[config.mk]
export PLATFORM = sky130hd
export DESIGN_NAME = bsc_ctrl
export DESIGN_NICKNAME = d
export VERILOG_FILES = /design/src/rtl/bsc_pkg.sv /design/src/rtl/bsc_decode.sv /design/src/rtl/bsc_onehot.sv /design/src/rtl/bsc_pc.sv /design/src/rtl/bsc_ctrl.sv
export SDC_FILE = /design/constraint.sdc
export NUM_CORES = 1
export LEC_CHECK = 0
export ABC_AREA = 1
export ABC_CLOCK_PERIOD_IN_PS = 1600
export BUFFER_PORTS_ARGS = -buffer_cell sky130_fd_sc_hd__buf_2
export CORE_MARGIN = 2
export CORE_UTILIZATION = 43
export CTS_CLUSTER_SIZE = 40
export DETAILED_ROUTE_END_ITERATION = 12
export GPL_ROUTABILITY_DRIVEN = 0
export PLACE_DENSITY = 0.81
export SYNTH_ARGS = -nofsm -noshare
export SYNTH_HDL_FRONTEND = slang
export SYNTH_SLANG_ARGS = --single-unit
[constraint.sdc]
create_clock -name clk -period 1.6 [get_ports clk]
set_input_delay 0.32 -clock clk [delete_from_list [all_inputs] [get_ports clk]]
set_output_delay 0.32 -clock clk [all_outputs]
set_load 0.01 [all_outputs]
[src/rtl/bsc_pkg.sv]
package bsc_pkg;

   localparam int CLS_W = 4;

   localparam logic [CLS_W-1:0] CLS_MOVE = 4'h0;
   localparam logic [CLS_W-1:0] SUB_MOVE = 4'h1;
   localparam logic [CLS_W-1:0] CLS_ALU  = 4'h1;
   localparam logic [CLS_W-1:0] CLS_JUMP = 4'h2;

   typedef enum logic [1:0] {
      PH_FETCH,
      PH_STEP0,
      PH_STEP1,
      PH_STEP2
   } phase_e;

   typedef enum logic [1:0] {
      OP_NOP,
      OP_MOVE,
      OP_ALU,
      OP_JUMP
   } kind_e;

endpackage

[src/rtl/bsc_decode.sv]
module bsc_decode
   import bsc_pkg::*;
#(
   parameter  int DW = 8,
   localparam int IW = 2*CLS_W + 3*DW
)(
   input  logic [IW-1:0] word_i,
   output kind_e         kind_o,
   output logic [DW-1:0] fa_o,
   output logic [DW-1:0] fb_o,
   output logic [DW-1:0] fc_o
);

   logic [CLS_W-1:0] cls;
   logic [CLS_W-1:0] sub;

   assign cls  = word_i[IW-1 -: CLS_W];
   assign sub  = word_i[IW-1-CLS_W -: CLS_W];
   assign fa_o = word_i[3*DW-1 -: DW];
   assign fb_o = word_i[2*DW-1 -: DW];
   assign fc_o = word_i[DW-1:0];

   always_comb begin
      if (cls == CLS_MOVE && sub == SUB_MOVE) kind_o = OP_MOVE;
      else if (cls == CLS_ALU)                kind_o = OP_ALU;
      else if (cls == CLS_JUMP)               kind_o = OP_JUMP;
      else                                    kind_o = OP_NOP;
   end

endmodule

[src/rtl/bsc_onehot.sv]
module bsc_onehot #(
   parameter  int N     = 16,
   localparam int IDX_W = (N > 1) ? $clog2(N) : 1
)(
   input  logic             en_i,
   input  logic [IDX_W-1:0] idx_i,
   output logic [N-1:0]     vec_o
);

   for (genvar g = 0; g < N; g++) begin : g_bit
      assign vec_o[g] = en_i && (idx_i == IDX_W'(g));
   end

endmodule

[src/rtl/bsc_pc.sv]
module bsc_pc #(
   parameter int AW = 8,
   parameter int DW = 8
)(
   input  logic          clk,
   input  logic          rst,
   input  logic          step_i,
   input  logic          load_i,
   input  logic [DW-1:0] target_i,
   output logic [AW-1:0] pc_o
);

   logic [AW-1:0] tgt;

   if (DW >= AW) begin : g_narrow
      assign tgt = target_i[AW-1:0];
      if (DW > AW) begin : g_drop
         logic unused_hi;
         assign unused_hi = ^target_i[DW-1:AW];
      end
   end else begin : g_widen
      assign tgt = {{(AW-DW){1'b0}}, target_i};
   end

   always_ff @(posedge clk) begin
      if (rst)         pc_o <= '0;
      else if (load_i) pc_o <= tgt;
      else if (step_i) pc_o <= pc_o + 1'b1;
   end

endmodule

[src/rtl/bsc_ctrl.sv]
module bsc_ctrl
   import bsc_pkg::*;
#(
   parameter  int DW   = 8,
   parameter  int AW   = 8,
   parameter  int NREG = 16,
   localparam int IW   = 2*CLS_W + 3*DW,
   localparam int RI_W = $clog2(NREG)
)(
   input  logic            clk,
   input  logic            rst,
   output logic [AW-1:0]   prog_addr_o,
   input  logic [IW-1:0]   prog_word_i,
   input  logic [DW-1:0]   bus_i,
   output logic [DW-1:0]   bus_o,
   output logic            bus_oe_o,
   output logic [NREG-1:0] reg_rd_o,
   output logic [NREG-1:0] reg_wr_o,
   output logic            alu_ld_a_o,
   output logic            alu_ld_b_o,
   output logic            alu_oe_o,
   output logic [DW-1:0]   alu_op_o
);

   if (NREG < 2 || NREG > (1 << DW)) begin : g_bad_nreg
      $error("bsc_ctrl: NREG must lie in 2..2**DW");
   end
   if (AW < 1 || DW < 4) begin : g_bad_width
      $error("bsc_ctrl: AW must be positive and DW at least 4");
   end

   phase_e        phase;
   logic [IW-1:0] ir;
   kind_e         kind;
   logic [DW-1:0] fa, fb, fc;

   logic            rd_en, wr_en;
   logic [RI_W-1:0] rd_idx, wr_idx;
   logic            last, pc_step, pc_load;

   bsc_decode #(.DW(DW)) i_decode (
      .word_i (ir),
      .kind_o (kind),
      .fa_o   (fa),
      .fb_o   (fb),
      .fc_o   (fc)
   );

   if (DW > RI_W) begin : g_fc_hi
      logic unused_fc;
      assign unused_fc = ^fc[DW-1:RI_W];
   end

   always_ff @(posedge clk) begin
      if (rst) begin
         phase <= PH_FETCH;
         ir    <= '0;
      end else begin
         case (phase)
            PH_FETCH: begin
               ir    <= prog_word_i;
               phase <= PH_STEP0;
            end
            PH_STEP0: phase <= (kind == OP_ALU) ? PH_STEP1 : PH_FETCH;
            PH_STEP1: phase <= PH_STEP2;
            default:  phase <= PH_FETCH;
         endcase
      end
   end

   always_comb begin
      rd_en      = 1'b0;
      rd_idx     = '0;
      wr_en      = 1'b0;
      wr_idx     = '0;
      bus_oe_o   = 1'b0;
      bus_o      = '0;
      alu_ld_a_o = 1'b0;
      alu_ld_b_o = 1'b0;
      alu_oe_o   = 1'b0;
      alu_op_o   = '0;
      case (phase)
         PH_STEP0: begin
            case (kind)
               OP_MOVE: begin
                  bus_oe_o = 1'b1;
                  bus_o    = fb;
                  wr_en    = 1'b1;
                  wr_idx   = fa[RI_W-1:0];
               end
               OP_ALU: begin
                  rd_en      = 1'b1;
                  rd_idx     = fb[RI_W-1:0];
                  alu_ld_a_o = 1'b1;
               end
               OP_JUMP: begin
                  rd_en  = 1'b1;
                  rd_idx = fa[RI_W-1:0];
               end
               default: ;
            endcase
         end
         PH_STEP1: begin
            rd_en      = 1'b1;
            rd_idx     = fc[RI_W-1:0];
            alu_ld_b_o = 1'b1;
         end
         PH_STEP2: begin
            alu_oe_o = 1'b1;
            alu_op_o = fa;
            wr_en    = 1'b1;
            wr_idx   = fb[RI_W-1:0];
         end
         default: ;
      endcase
   end

   assign last    = (phase == PH_STEP0 && kind != OP_ALU) || phase == PH_STEP2;
   assign pc_step = last && kind != OP_JUMP;
   assign pc_load = phase == PH_STEP0 && kind == OP_JUMP;

   bsc_onehot #(.N(NREG)) i_rd_sel (
      .en_i  (rd_en),
      .idx_i (rd_idx),
      .vec_o (reg_rd_o)
   );

   bsc_onehot #(.N(NREG)) i_wr_sel (
      .en_i  (wr_en),
      .idx_i (wr_idx),
      .vec_o (reg_wr_o)
   );

   bsc_pc #(.AW(AW), .DW(DW)) i_pc (
      .clk      (clk),
      .rst      (rst),
      .step_i   (pc_step),
      .load_i   (pc_load),
      .target_i (bus_i),
      .pc_o     (prog_addr_o)
   );

endmodule

; Word-level counts from Yosys, hierarchy flattened
; Cells that the tools add are included.
[op_classes]
n_mux = 23
n_addsub = 1
eq_ne = 41
n_reduce_logical = 43
[ops]
columns = op, n
row1 = $eq 4x4->1 const B, 16
row2 = $mux 8, 5
row3 = $logic_and 1x1->1, 36
row4 = $eq 4x3->1 const B, 8
row5 = $pmux 4 s2, 3
row6 = $eq 4x2->1 const B, 5
row7 = $eq 4x1->1 const B, 4
row8 = $logic_not 4->1, 3
row9 = $add 8x1->8 const B, 1
row10 = $eq 2x2->1 const B, 4
row11 = $mux 2, 4
row12 = $mux 1, 7
row13 = $pmux 2 s3, 1
row14 = $eq 2x1->1 const B, 2
row15 = $mux 4, 1
row16 = $ne 2x2->1 const B, 2
row17 = $pmux 1 s2, 2
row18 = $logic_not 2->1, 1
row19 = $reduce_bool 2->1, 1
row20 = $reduce_or 2->1, 1
row21 = $logic_or 1x1->1, 1
[word_totals]
regBits = 42
out_inout_bits = 60
input_bits = 42
elab_cells = 111

; Depth between registers and ports, before layout
[logic_depth]
depth_word = 10
depth_mapped = 11
depth_no_buf = 10

; Cells and area by module
; From an unflattened synthesis, not the netlist that was laid out.
[unflattened]
hier_cells = 412
hier_area_um2 = 2583.7
[by_module_without_submodules]
columns = mod, area_per_inst_um2, seq_area_each_um2, n_inst, cells_per_inst
row1 = bsc_ctrl, 1575.3, 680.7, 1, 235
row2 = bsc_pc, 489.2, 160.2, 1, 70
row3 = bsc_decode, 266.5, 0.0, 1, 43
row4 = bsc_onehot, 126.4, 0.0, 2, 32

; Worst setup path before layout
; No wires, ideal clock.
[synth_timing]
path_type = register to output
from = reg phase[1]
to = out reg_wr_o[0]
path_stages_with_launch = 12
path_buffers = 1
t_required_ps = 1280
t_arrival_ps = 1490
path_slack_ps = -210
path_cell_list = dfxtp_1 > inv_1 > ha_1 > buf_6 > inv_2 > nor2_1 > nand3_1 > nor2_2 > nor2_1 > nor2_1 > nand2_1 > nor2_1
[synth_between]
elab_chain_cells = 4
word_cells_on_any_way = 6
classes_between = eq/ne: 2 / mux: 2 / reduce/logical: 2
[synth_rtl]
columns = item, line_no
row1 = start: declaration, bsc_ctrl.sv:32  ; phase_e phase;
row2 = start signal: assignment, bsc_ctrl.sv:64  ; PH_STEP0: phase <= (kind == OP_ALU) ? PH_STEP1 : PH_FETCH;
row3 = $eq 2x2->1 / $eq 2x1->1 (equally long branches), bsc_ctrl.sv:82  ; case (phase)
row4 = $pmux 4 s2, bsc_ctrl.sv:82
row5 = $logic_not 4->1, bsc_onehot.sv:11  ; assign vec_o[g] = en_i && (idx_i == IDX_W'(g));
row6 = $logic_and 1x1->1 *, bsc_onehot.sv:11
row7 = end: declaration, bsc_ctrl.sv:18  ; output logic [NREG-1:0] reg_wr_o,
; Every way passes the cells marked *; elsewhere a longest branch is shown, timed or not.

; Final worst setup path
; Ends and elaborated chain as after synthesis.

==> flow_summary.ini <==
[clock_tree]
cts.clk_slew.worst_paths_ns = 0.08
clockBufferDepth = 2
clock_latency_ns = 0.31
htree_levels = 2
cts_buffers = 5
cts_sinks = 38
cts_tree = yes
root_buffer = clkbuf_8

[yosys]
netlist_area_mm2 = 0.00231
synthCells = 378
synth_area_per_cell_um2 = 6.12
synth_nets = 425
synth-seq-cells = 38
yosysWarnings = 0
yosysSeqAreaShare = 0.329
ys_types = 24

[critical_path]
max_stage_delay_ns = 0.35
cp_data_required_time_ns = 1.28
critPathMaxFanout = 5
reg2reg_depth = 9
crit_top_cell = nand2_4
worstSetupPathType = flip-flop to primary output
crit_chain = inv_4, ha_4, nand2_4, nor2_4, nand3_4, o21ai_4, inv_2, nand2_4, nor2_2, buf_2
slowest_stage = dfxtp_2
start_kind = flip-flop
cp.arrival_ns = 1.92
rr_endpoint = i_pc.pc_o[2]
critPathCaptureType = primary output
r2r_slack_ns = 0.01
r2r_start = phase[1]

[timing]
finalHoldViolations = 0
setup_slack_ns = -0.642
rsz0062_at_grt = yes
clock_skew_ns = 0.0126
finalCritPeriodShare = 1.40
setup_tns_ns = -23.86
slew_violations = 0
relSlewSlack = 0.817
fmax_mhz = 446
fin_crit_ns = 2.24
setup_viol = 50
worstMarginPinSlew_ns = 0.274

[hold_path]
holdCritStartpoint = rst
hold_path_end = i_pc.pc_o[7]
worstHoldPathCells = 2
hp-class = input pin to flip-flop

[global_routing]
grt_pass1_vias = 2729
grt.overflow.total = 0
grt_usage = 0.243
grt_pass1_wl_um = 12100
grt_use_met2 = 0.433
busiest_layer = met2
antenna_found_initial = 0
grt_max_degree = 42
grt_use_met1 = 0.291
use_met3 = 0.0384

[placement]
place.detailed.hpwl_um = 4950
placed_area_mm2 = 0.00324
numPortBuffers = 97
post-place-cells = 561
post-place-ws_ns = -0.274

[power_and_ir_drop]
peakVddDrop_v = 0.000620
leakage_nw = 1.88
powerDensity_mw_per_mm2 = 675

[run_status]
status = finished, violations left
violations = setup timing

[final_layout]
diodes = 0
fillers = 376
fin_area_mm2 = 0.00386
drive_gt1_frac = 0.497
final_nets = 553
instances_no_fill = 577
final_core_util = 0.752
area_growth_pct = 66.9

[routing]
post_drt_via_cell_ratio = 5.16
drc = 0
vias = 2976
wl_per_cell_um = 14.2
wl_um = 8170
dr.pass1.iters = 5
ant_nets = 0
drt-initial-drc-count = 274

[floorplan]
rows = 26
fp.dieW_um = 77.4
fp.coreArea_mm2 = 0.00514
ioPinCount = 102
fp.dieArea_mm2 = 0.00599
initial_core_util = 0.450
dieHeight_um = 77.4

[job]
drv_cap = 0
[through the flow]
step	hold WS [ns]	total power, mW
after global routing	0.242	2.73
after floorplan	0.389	1.51
final	0.232	2.61
after CTS	0.232	2.50
after detailed placement	0.446	1.74
after global placement	0.442	1.72
[cell families (layout without fill, tap and decap cells)]
| logic type | Yosys count | after routing | share of synthesized area |
|---|---|---|---|
| AOI/OAI and AO/OA | 62 | 62 | 0.137 |
| buffers and inverters | 70 | 198 | 0.124 |
| adders and majority gates | 5 | 5 | 0.0270 |
| DFF | 38 | 38 | 0.329 |
| and+or+nand+nor | 203 | 204 | 0.383 |
[area by class of cell]
type	count	area [um^2]	share of cell area
sequential	38	769	0.199
inverter	56	221	0.0573
timing repair buffer	134	921	0.238
clock inverter	2	12.5	0.00324
clock buffer	6	82.6	0.0214
tap	70	87.6	0.0227
multi-input combinational	271	1770	0.458
[worst max-delay path, delay by kind of cell (launching register included)]
family	cells	cell delay, ns
AOI/OAI and AO/OA	1	0.28
adders and majority gates	1	0.19
buffers and inverters	3	0.32
DFF	1	0.35
and+or+nand+nor	5	0.46
[cells in the mapped netlist (all sizes together)]
cell type	count	area, um^2
nand3b	1	7.51
nand3	21	148
inv	54	203
nor2	93	369
nand2	76	288
nor3	1	5.00
dfxtp	38	761
o21ai	39	203
clkbuf	9	33.8
clkinv	2	7.51
or2	1	6.26
ha	5	62.6
nand4	10	62.6
a21oi	23	115
buf	5	43.8
[what timing repair did]
item                                    4_1_cts  5_1_grt
gates resized for setup                      50       64
endpoints found under the setup margin       57       59
buffers inserted                              2        5
hold buffers                                  0        0
cloned                                        0        1
pin swaps                                    18       20
[sequential cells by signal (all words and copies together) (netlist names)]
register   flops
ir            28
i_pc.pc_o      8
phase          2
[where the power goes]
| part | internal (mW) | switching, mW |
|---|---|---|
| sequential | 1.04 | 0.0844 |
| clock | 0.347 | 0.375 |
| combinational | 0.304 | 0.455 |
| total | 1.70 | 0.914 |
[per-layer routing]
layer / vias up / routed length [um]
met4: 0 / 196
met3: 21 / 564
met5: - / 0
li1: 1447 / -
met1: 1351 / 3160
met2: 157 / 4250
[cell usage in the layout, fill, tap and decap left out, types with 2 or more instances in the layout]
cell type / instances
nor2_2: 27
inv_1: 43
o21ai_2: 2
clkinv_2: 2
ha_4: 3
nand2_4: 11
buf_6: 20
nand3_1: 7
nor2_4: 23
buf_4: 28
a21oi_2: 3
o21ai_0: 29
dfxtp_1: 33
nand3_4: 11
inv_2: 9
o21ai_1: 6
buf_2: 82
clkbuf_8: 6
dfxtp_2: 4
a21oi_1: 20
nand2_1: 59
nand3_2: 3
nand2_2: 6
nand4_1: 10
nor2_1: 44
o21ai_4: 2
buf_12: 3
[how the worst max path moves through the flow]
stage                     startpoint           end  slack [ns]
final                       phase[1]   reg_wr_o[0]       -0.64
after detailed placement    phase[1]  reg_wr_o[11]       -0.27
after CTS                   phase[1]   reg_wr_o[8]       -0.53
after floorplan             phase[1]   reg_wr_o[0]       -0.08
after global placement      phase[1]   reg_wr_o[8]       -0.23
after global routing        phase[1]   reg_wr_o[0]       -0.71
Note: power is estimated with default switching activity, not from simulation.
